File: src/rtl/sysctl_pkg.sv
package sysctl_pkg;

    localparam int          DATA_W       = 32;
    localparam int          OFF_W        = 12;
    localparam logic [15:0] UNLOCK_KEY   = 16'hA05F;
    localparam int          VARIANT_LAST = 4;

    localparam logic [OFF_W-1:0] OFF_LOCK   = 12'h020;
    localparam logic [OFF_W-1:0] OFF_FSET   = 12'h030;
    localparam logic [OFF_W-1:0] OFF_FCLR   = 12'h034;
    localparam logic [OFF_W-1:0] OFF_NSET   = 12'h038;
    localparam logic [OFF_W-1:0] OFF_NCLR   = 12'h03C;
    localparam logic [OFF_W-1:0] OFF_RSTCTL = 12'h040;
    localparam logic [OFF_W-1:0] OFF_CARD   = 12'h048;
    localparam logic [OFF_W-1:0] OFF_TICK   = 12'h05C;

    typedef enum logic [3:0] {
        RG_NONE,
        RG_LOCK,
        RG_FSET,
        RG_FCLR,
        RG_NSET,
        RG_NCLR,
        RG_RST,
        RG_CARD,
        RG_TICK,
        RG_RAZ
    } reg_sel_e;

    typedef struct packed {
        logic     rd;
        logic     wr;
        reg_sel_e sel;
    } access_t;

    function automatic logic in_span(input logic [OFF_W-1:0] off,
                                     input logic [OFF_W-1:0] lo,
                                     input logic [OFF_W-1:0] hi);
        return (off >= lo) && (off <= hi);
    endfunction

    function automatic reg_sel_e decode_offset(input logic [OFF_W-1:0] off,
                                               input logic newest);
        reg_sel_e s;
        if (off[1:0] != 2'b00) begin
            s = RG_NONE;
        end else begin
            case (off)
                OFF_LOCK:   s = RG_LOCK;
                OFF_FSET:   s = RG_FSET;
                OFF_FCLR:   s = RG_FCLR;
                OFF_NSET:   s = RG_NSET;
                OFF_NCLR:   s = RG_NCLR;
                OFF_RSTCTL: s = newest ? RG_RAZ : RG_RST;
                OFF_CARD:   s = RG_CARD;
                OFF_TICK:   s = RG_TICK;
                default: begin
                    if (in_span(off, 12'h00C, 12'h01C) ||
                        in_span(off, 12'h064, 12'h09C) ||
                        in_span(off, 12'h0C0, 12'h0D0))
                        s = RG_RAZ;
                    else
                        s = RG_NONE;
                end
            endcase
        end
        return s;
    endfunction

    function automatic int wp_bit_pos(input int variant);
        return (variant < 2) ? 2 : 1;
    endfunction

endpackage

File: src/rtl/sysctl_decode.sv
module sysctl_decode
    import sysctl_pkg::*;
#(
    parameter int ADDR_W  = 12,
    parameter int VARIANT = 2
) (
    input  logic              valid,
    input  logic              write,
    input  logic [ADDR_W-1:0] addr,
    output access_t           acc
);
    localparam logic NEWEST = (VARIANT >= VARIANT_LAST);

    logic             hi_zero;
    logic [OFF_W-1:0] low_off;

    generate
        if (ADDR_W > OFF_W) begin : g_wide
            assign hi_zero = ~|addr[ADDR_W-1:OFF_W];
            assign low_off = addr[OFF_W-1:0];
        end else begin : g_narrow
            assign hi_zero = 1'b1;
            assign low_off = OFF_W'(addr);
        end
    endgenerate

    always_comb begin
        acc.rd  = valid & ~write;
        acc.wr  = valid & write;
        acc.sel = hi_zero ? decode_offset(low_off, NEWEST) : RG_NONE;
    end
endmodule

File: src/rtl/sysctl_flagreg.sv
module sysctl_flagreg #(
    parameter int W = 32
) (
    input  logic         clk,
    input  logic         rst,
    input  logic         set_en,
    input  logic         clr_en,
    input  logic [W-1:0] data,
    output logic [W-1:0] q
);
    logic [W-1:0] set_mask;
    logic [W-1:0] clr_mask;

    assign set_mask = set_en ? data : '0;
    assign clr_mask = clr_en ? data : '0;

    always_ff @(posedge clk) begin
        if (rst) q <= '0;
        else     q <= (q | set_mask) & ~clr_mask;
    end
endmodule

File: src/rtl/sysctl_tick.sv
module sysctl_tick #(
    parameter int DIV = 5,
    parameter int W   = 32
) (
    input  logic         clk,
    input  logic         rst,
    output logic [W-1:0] count
);
    localparam int PW = (DIV > 1) ? $clog2(DIV) : 1;
    localparam logic [PW-1:0] LAST = PW'(DIV - 1);

    logic [PW-1:0] pre_q;
    logic          wrap;

    assign wrap = (pre_q == LAST);

    always_ff @(posedge clk) begin
        if (rst) begin
            pre_q <= '0;
            count <= '0;
        end else begin
            pre_q <= wrap ? '0 : pre_q + 1'b1;
            if (wrap) count <= count + 1'b1;
        end
    end
endmodule

File: src/rtl/sysctl_bank.sv
module sysctl_bank
    import sysctl_pkg::*;
#(
    parameter int ADDR_W   = 12,
    parameter int VARIANT  = 2,
    parameter int TICK_DIV = 5,
    parameter int RL_W     = 8
) (
    input  logic              clk,
    input  logic              rst,
    input  logic              bus_valid,
    input  logic              bus_write,
    input  logic [ADDR_W-1:0] bus_addr,
    input  logic [31:0]       bus_wdata,
    output logic [31:0]       bus_rdata,
    output logic              bus_err,
    input  logic              card_wp,
    input  logic              card_present,
    output logic              rst_req
);
    localparam int WP_POS = wp_bit_pos(VARIANT);

    access_t            acc;
    logic [15:0]        lock_q;
    logic               unlocked;
    logic [RL_W-1:0]    rstlvl_q;
    logic [1:0][DATA_W-1:0] flag_q;
    logic [DATA_W-1:0]  tick_count;
    logic [DATA_W-1:0]  card_vec;
    logic [DATA_W-1:0]  rd_mux;
    logic               rst_accept;

    sysctl_decode #(.ADDR_W(ADDR_W), .VARIANT(VARIANT)) u_dec (
        .valid (bus_valid),
        .write (bus_write),
        .addr  (bus_addr),
        .acc   (acc)
    );

    sysctl_tick #(.DIV(TICK_DIV), .W(DATA_W)) u_tick (
        .clk   (clk),
        .rst   (rst),
        .count (tick_count)
    );

    // index 0: volatile flags, index 1: non-volatile flags
    generate
        for (genvar g = 0; g < 2; g++) begin : g_flags
            localparam reg_sel_e SET_SEL = (g == 0) ? RG_FSET : RG_NSET;
            localparam reg_sel_e CLR_SEL = (g == 0) ? RG_FCLR : RG_NCLR;
            sysctl_flagreg #(.W(DATA_W)) u_flag (
                .clk    (clk),
                .rst    (rst),
                .set_en (acc.wr && acc.sel == SET_SEL),
                .clr_en (acc.wr && acc.sel == CLR_SEL),
                .data   (bus_wdata),
                .q      (flag_q[g])
            );
        end
    endgenerate

    assign unlocked   = (lock_q == UNLOCK_KEY);
    assign rst_accept = acc.wr && (acc.sel == RG_RST) && unlocked;

    always_comb begin
        card_vec         = '0;
        card_vec[0]      = card_present;
        card_vec[WP_POS] = card_wp;
    end

    always_comb begin
        case (acc.sel)
            RG_LOCK: rd_mux = {15'd0, ~unlocked, lock_q};
            RG_FSET: rd_mux = flag_q[0];
            RG_NSET: rd_mux = flag_q[1];
            RG_RST:  rd_mux = DATA_W'(rstlvl_q);
            RG_CARD: rd_mux = card_vec;
            RG_TICK: rd_mux = tick_count;
            default: rd_mux = '0;
        endcase
    end

    always_ff @(posedge clk) begin
        if (rst) begin
            lock_q    <= '0;
            rstlvl_q  <= '0;
            bus_rdata <= '0;
            bus_err   <= 1'b0;
            rst_req   <= 1'b0;
        end else begin
            if (acc.wr && acc.sel == RG_LOCK) begin
                if (bus_wdata[15:0] == UNLOCK_KEY) lock_q <= UNLOCK_KEY;
                else                               lock_q <= {1'b0, bus_wdata[14:0]};
            end
            if (rst_accept) rstlvl_q <= bus_wdata[RL_W-1:0];
            rst_req <= rst_accept;
            if (acc.rd) bus_rdata <= rd_mux;
            bus_err <= (acc.rd || acc.wr) && (acc.sel == RG_NONE);
        end
    end
endmodule

File: config.mk
export PLATFORM = sky130hd
export DESIGN_NAME = sysctl_bank
export DESIGN_NICKNAME = d
export VERILOG_FILES = /design/src/rtl/sysctl_pkg.sv /design/src/rtl/sysctl_decode.sv /design/src/rtl/sysctl_flagreg.sv /design/src/rtl/sysctl_tick.sv /design/src/rtl/sysctl_bank.sv
export SDC_FILE = /design/constraint.sdc
export NUM_CORES = 1
export LEC_CHECK = 0
export BUFFER_PORTS_ARGS = -buffer_cell sky130_fd_sc_hd__buf_4
export CELL_PAD_IN_SITES_DETAIL_PLACEMENT = 0
export CELL_PAD_IN_SITES_GLOBAL_PLACEMENT = 2
export CORE_ASPECT_RATIO = 1.75
export CORE_MARGIN = 2
export CORE_UTILIZATION = 40
export CTS_BUF_LIST = sky130_fd_sc_hd__clkbuf_8
export CTS_CLUSTER_SIZE = 10
export DETAILED_ROUTE_END_ITERATION = 6
export PLACE_DENSITY_LB_ADDON = 0.12
export SKIP_LAST_GASP = 1
export SLEW_MARGIN = 25
export SYNTH_ARGS = -nofsm -noshare
export SYNTH_HDL_FRONTEND = slang
export SYNTH_SLANG_ARGS = --single-unit
File: constraint.sdc
create_clock -name clk -period 4.9 [get_ports clk]
set_input_delay 0.49 -clock clk [delete_from_list [all_inputs] [get_ports clk]]
set_output_delay 0.49 -clock clk [all_outputs]
set_load 0.1 [all_outputs]
Word level (Yosys, flattened, before mapping)
Index checks and enable logic that the tools add are counted.
{ "classes": {"add_sub_neg": 2, "order_cmp": 6, "n_eq_ne": 19, "mux": 9, "bitwise": 10, "n_reduce_logical": 17} }
{ "op_table": {"columns": ["operator", "count"], "rows": [
  ["one-hot mux 32 bit (6 select lines)", 1],
  ["2-to-1 mux 32 bit", 4],
  ["AND 32 bit", 2],
  ["inverter 32 bit", 2],
  ["bitwise OR 32 bit", 2],
  ["== test 12 x 6 -> 1 bit (second input constant)", 5],
  ["== test 12 x 7 -> 1 bit (second input constant)", 3],
  ["adder 32 x 1 -> 32 bit (second input constant)", 1],
  ["== test 16 bit (second input constant)", 2],
  ["one-hot mux 4 bit (8 select lines)", 1],
  ["less-or-equal comparator 12 x 8 -> 1 bit (second input constant)", 2],
  ["== test 4 x 3 -> 1 bit (second input constant)", 4],
  ["2-to-1 mux 16 bit", 1],
  ["greater-or-equal comparator 12 x 4 -> 1 bit (second input constant)", 1],
  ["greater-or-equal comparator 12 x 7 -> 1 bit (second input constant)", 1],
  ["greater-or-equal comparator 12 x 8 -> 1 bit (second input constant)", 1],
  ["less-or-equal comparator 12 x 5 -> 1 bit (second input constant)", 1],
  ["logical AND 1 bit", 11],
  ["== test 4 x 2 -> 1 bit (second input constant)", 2],
  ["2-to-1 mux 4 bit", 2],
  ["== test 4 x 1 -> 1 bit (second input constant)", 1],
  ["== test 4 bit (second input constant)", 1],
  ["zero test 4 bit", 1],
  ["adder 3 x 1 -> 3 bit (second input constant)", 1],
  ["6 further kinds", 10]
]} }
{ "totals": {"reg_bits": 157, "inputBits": 50, "output_inout_bits": 34} }

Depth between registers and ports, before layout
{ "logic_depth": {"depth_word": 12, "ltp_mapped": 9, "depth_no_buf": 8} }

Modules after synthesis
Synthesis repeated with hierarchy kept, for this count alone.
{ "unflattened": {"hier_cells": 800, "hier_area_um2": 7349.5} }
{ "by_module_without_submodules": {"columns": ["mod", "instances", "cells_per_inst", "area_each_um2", "seq_area_each_um2"], "rows": [
  ["sysctl_bank", 1, 372, 3006.6, 1161.1],
  ["sysctl_flagreg", 2, 105, 1262.5, 640.6],
  ["sysctl_tick", 1, 189, 1619.1, 700.7],
  ["sysctl_decode", 1, 29, 198.9, 0.0]
]} }

Least setup slack after synthesis
Ideal clock, no wire load.
{ "synth_path": {"path_kind": "input to register", "startpoint": "input bus_addr[2]", "endpoint": "register bus_rdata[15]", "setup_ns": 0.143, "t_arrival_ns": 2.372, "t_required_ns": 4.757, "slack_ns": 2.385, "stages": 8, "path_buffers": 2, "path_cell_list": "buf_2 nor4_1 a32oi_1 nor4b_4 or3_4 a32oi_4 buf_4 a221oi_1"} }
{ "synth_via": {"elab_chain_cells": 9} }
{ "synth_rtl": {"columns": ["element", "line", "text"], "rows": [
  ["start: declaration", "sysctl_bank.sv:13", "input logic [ADDR_W-1:0] bus_addr,"],
  ["greater-or-equal comparator 12 x 4 -> 1 bit (tied with other cells)", "sysctl_pkg.sv:39", "return (off >= lo) && (off <= hi);"],
  ["logical AND 1 bit", "sysctl_pkg.sv:39", null],
  ["logical OR 1 bit", "sysctl_pkg.sv:58", "if (in_span(off, 12'h00C, 12'h01C) ||"],
  ["logical OR 1 bit", "sysctl_pkg.sv:59", "in_span(off, 12'h064, 12'h09C) ||"],
  ["2-to-1 mux 4 bit", "sysctl_pkg.sv:58", null],
  ["one-hot mux 4 bit (8 select lines) *", "sysctl_pkg.sv:48", "case (off)"],
  ["2-to-1 mux 4 bit *", "sysctl_pkg.sv:45", "if (off[1:0] != 2'b00) begin"],
  ["== test 4 bit (tied with other cells)", "sysctl_bank.sv:72", "case (acc.sel)"],
  ["one-hot mux 32 bit (6 select lines) *", "sysctl_bank.sv:72", null],
  ["end signal: assignment", "sysctl_bank.sv:97", "if (acc.rd) bus_rdata <= rd_mux;"],
  ["end: declaration", "sysctl_bank.sv:15", "output logic [31:0] bus_rdata,"]
]} }
Mark *: on every way between the ends. The rest lies on a longest branch, timed or not.
A chain may end at the register's enable or synchronous reset.

Worst setup path in the final report
{ "layout_path": {"startpoint": "input bus_addr[11]", "endpoint": "register g_flags[1].u_flag.q[31]"} }
{ "layout_via": {"elab_chain_cells": 12} }
{ "layout_rtl": {"columns": ["element", "line", "text"], "rows": [
  ["greater-or-equal comparator 12 x 4 -> 1 bit (tied with other cells)", "sysctl_pkg.sv:39", null],
  ["logical AND 1 bit", "sysctl_pkg.sv:39", null],
  ["logical OR 1 bit", "sysctl_pkg.sv:58", null],
  ["logical OR 1 bit", "sysctl_pkg.sv:59", null],
  ["2-to-1 mux 4 bit", "sysctl_pkg.sv:58", null],
  ["one-hot mux 4 bit (8 select lines) *", "sysctl_pkg.sv:48", null],
  ["2-to-1 mux 4 bit *", "sysctl_pkg.sv:45", null],
  ["== test 4 x 3 -> 1 bit (on tied branches)", "sysctl_bank.sv:54, sysctl_bank.sv:55", null],
  ["logical AND 1 bit (on tied branches)", "sysctl_bank.sv:54, sysctl_bank.sv:55", null],
  ["2-to-1 mux 32 bit (on tied branches)", "sysctl_flagreg.sv:14, sysctl_flagreg.sv:15", null],
  ["bitwise OR 32 bit or inverter 32 bit (tied branches)", "sysctl_flagreg.sv:19", "else q <= (q | set_mask) & ~clr_mask;"],
  ["AND 32 bit *", "sysctl_flagreg.sv:19", null],
  ["end signal: assignment", "sysctl_flagreg.sv:19", null],
  ["end: declaration", "sysctl_flagreg.sv:9", "output logic [W-1:0] q"]
]} }
Marks and branches as above.

==> out/results.ini <==
[routing]
wl_per_cell_um=20.5
via_per_inst=6.01
vias=6436
drtIter0Drc=431
antenna_left=0
drc=0
wl_um=21900
drtPass1Iterations=5

[die]
dieArea_um2=18800
fp.dieW_um=105
rows=64
design.core.area_um2=17400
ios=84
start_util_pct=40.7
die_h_um=180

[layout]
areaGrowthSynthToFinish_pct=15.8
layout_commonest_cell=dfxtp_1
fillers=1697
final_util_pct=47.1
layout-drive-gt1-share_pct=17.9
final_cell_mix=dfxtp_1 (157), buf_4 (94), a21oi_1 (93)
insertedDiodeCount=0
nets=881

[timing]
post-route-min-period_ps=2800
finalHoldViolCount=0
clock_skew_ps=8.69
setup_viol=0
min_period_over_period_pct=57.1
fin_tns_setup_ps=0
tightest_slew_ps=966
rsz0062_at_grt=false
slew_violations=0
slew_headroom_pct=35.0
fmaxAchievable_mhz=357

[grt]
grt_first_pass_wirelength_um=34400
grt_use_total_pct=23.3
antenna_found_initial=0
grt_max_degree=91
grt_pass1_vias=6357
gr-total-overflow=0

[logic_synthesis]
synth-seq-area-share_pct=44.5
synth_warnings=0
avgSynthCellArea_um2=9.15
synth_nets=826
synth_ff_type=dfxtp_1
synth_async_sr_flop_share_pct=0
synth_edf_count=0
yosysUniqueCellTypes=73
synthCells=773
ys_seq_elements=157
syn_area_um2=7070

[critical_path]
cp_data_required_time_ps=5250
crit_buf_inv=2
endpoint_kind=flop
critPathMaxStageDelay_ps=610
crit_fanout=54
r2r_slack_ps=2340
critPathSlowestCell=or4_4
crit_chain=buf_4, or4_4, nor2_2, o21ai_1, nor3_4, buf_4, a21oi_1, a311oi_1
r2r_cells=7
crit_top_cell=buf_4
crit_type=input port to flop
critical_path_arrival_ps=3150
r2r-end=u_tick.count[30]
path_delay_family=simple AND/OR/NAND/NOR gates
setup.worst_path.start_class=input port
rr_startpoint=u_tick.count[0]

[clocking]
clock-sinks=157
root_buffer=clkbuf_8
cts_tree=yes
post-cts-setup-buffers=0
cts_buffer_depth=2
ctsResizeCount=0
clock_latency_ps=450
hold_buffers=0
cts_buffers=17
clk_pin_slew_ps=80
cts-htree-levels=4

[power]
p_leak_nw=2.82
power.density_nw_per_um2=287
vdd_drop_max_uv=150

[min_path]
hp-start=bus_wdata[19]
whs_endpoint=g_flags[0].u_flag.q[19]
hold_class=input port to flop
hold_depth=2

[placement]
gp_congestion=0.837
hpwl_um=14700
io_buffers=83

[status]
outcome=completed

[flow_run]
max_cap_violations=0

Yosys cell counts (all sizes together) (9+ instances only):
master / count / area, um^2
a222oi: 18 / 180
a311oi: 32 / 280
dfxtp: 157 / 3140
a211oi: 35 / 263
a21oi: 94 / 482
nor2: 57 / 216
or3: 9 / 61.3
nand2: 78 / 295
a221oi: 12 / 118
a22oi: 12 / 95.1
nand4: 11 / 68.8
buf: 26 / 135
clkbuf: 32 / 120
o21ai: 37 / 189
mux2i: 21 / 210
nand3: 19 / 100
xor2: 22 / 193
how the worst max path moves through the flow:
stage | start | endpoint | slack (ps) | cells past startpoint
after CTS | bus_addr[3] | bus_rdata[12] | 2110 | 8
after floorplan | bus_addr[2] | bus_rdata[15] | 2390 | 8
final | bus_addr[11] | g_flags[1].u_flag.q[31] | 2100 | 8
after detailed placement | bus_addr[3] | bus_rdata[12] | 1600 | 8
after global routing | bus_addr[3] | bus_rdata[17] | 1860 | 8
after global placement | bus_addr[3] | bus_rdata[12] | 1700 | 8
layer usage:
layer	part of all wire [%]	track usage, %	wire length [um]
met1	38	25.6	8370
met2	54	42.8	11800
met3	4.4	4.10	960
met4	3.4	10.9	740
met5	0	0	0
layout make-up:
| class | instances | area [um^2] | share of cell area (%) |
|---|---|---|---|
| clock buffer | 18 | 248 | 3.03 |
| clock inverter | 12 | 124 | 1.51 |
| inverter | 6 | 22.5 | 0.275 |
| multi-input combinational | 552 | 3650 | 44.6 |
| sequential | 157 | 3140 | 38.4 |
| tap | 231 | 289 | 3.53 |
| timing repair buffer | 94 | 706 | 8.62 |
state kept, by name (all words and copies together) (netlist names):
register / count
bus_err: 1
bus_rdata: 32
g_flags.u_flag.q: 64
lock_q: 16
rst_req: 1
rstlvl_q: 8
u_tick.count: 32
u_tick.pre_q: 3
worst reg2reg max path: cells and delay by family (launching register included):
kind / cells / cell delay [ps]
DFF: 1 / 470
xor gates and xnor gates: 1 / 190
adders and majority gates: 1 / 210
and+or+nand+nor: 5 / 1560
metrics by stage:
step | hold slack (ps) | worst slack, ps | instances | total power, W | cell area [um^2]
finish | 228 | 2100 | 1070 | 0.00235 | 8190
global route | 216 | 1860 | 1070 | 0.00244 | 8190
CTS | 199 | 2110 | 1070 | 0.00238 | 8190
detailed placement | 445 | 1600 | 1040 | 0.00144 | 7810
global placement | 438 | 1700 | 1040 | 0.00144 | 7810
floorplan | 432 | 2390 | 773 | 0.00137 | 7070
cell families (layout without fill, tap and decap cells):
group           count (synthesis)  in the layout  share of synthesized area (%)
flops                         157            157                           44.5
fa+ha+maj                       3              3                          0.531
compound gates                269            269                           26.8
mux                            21             21                           2.97
xor+xnor                       27             27                           3.34
simple gates                  232            232                           18.0
buf+inv                        64            130                           3.93
report_power, final:
group	total, W	internal [W]	switching [W]
combinational	0.000129	0.0000448	0.0000846
sequential	0.00128	0.00128	0.00000234
clock	0.000939	0.000457	0.000482
total	0.00235	0.00178	0.000569
Note: power is estimated with default switching activity, not from simulation.
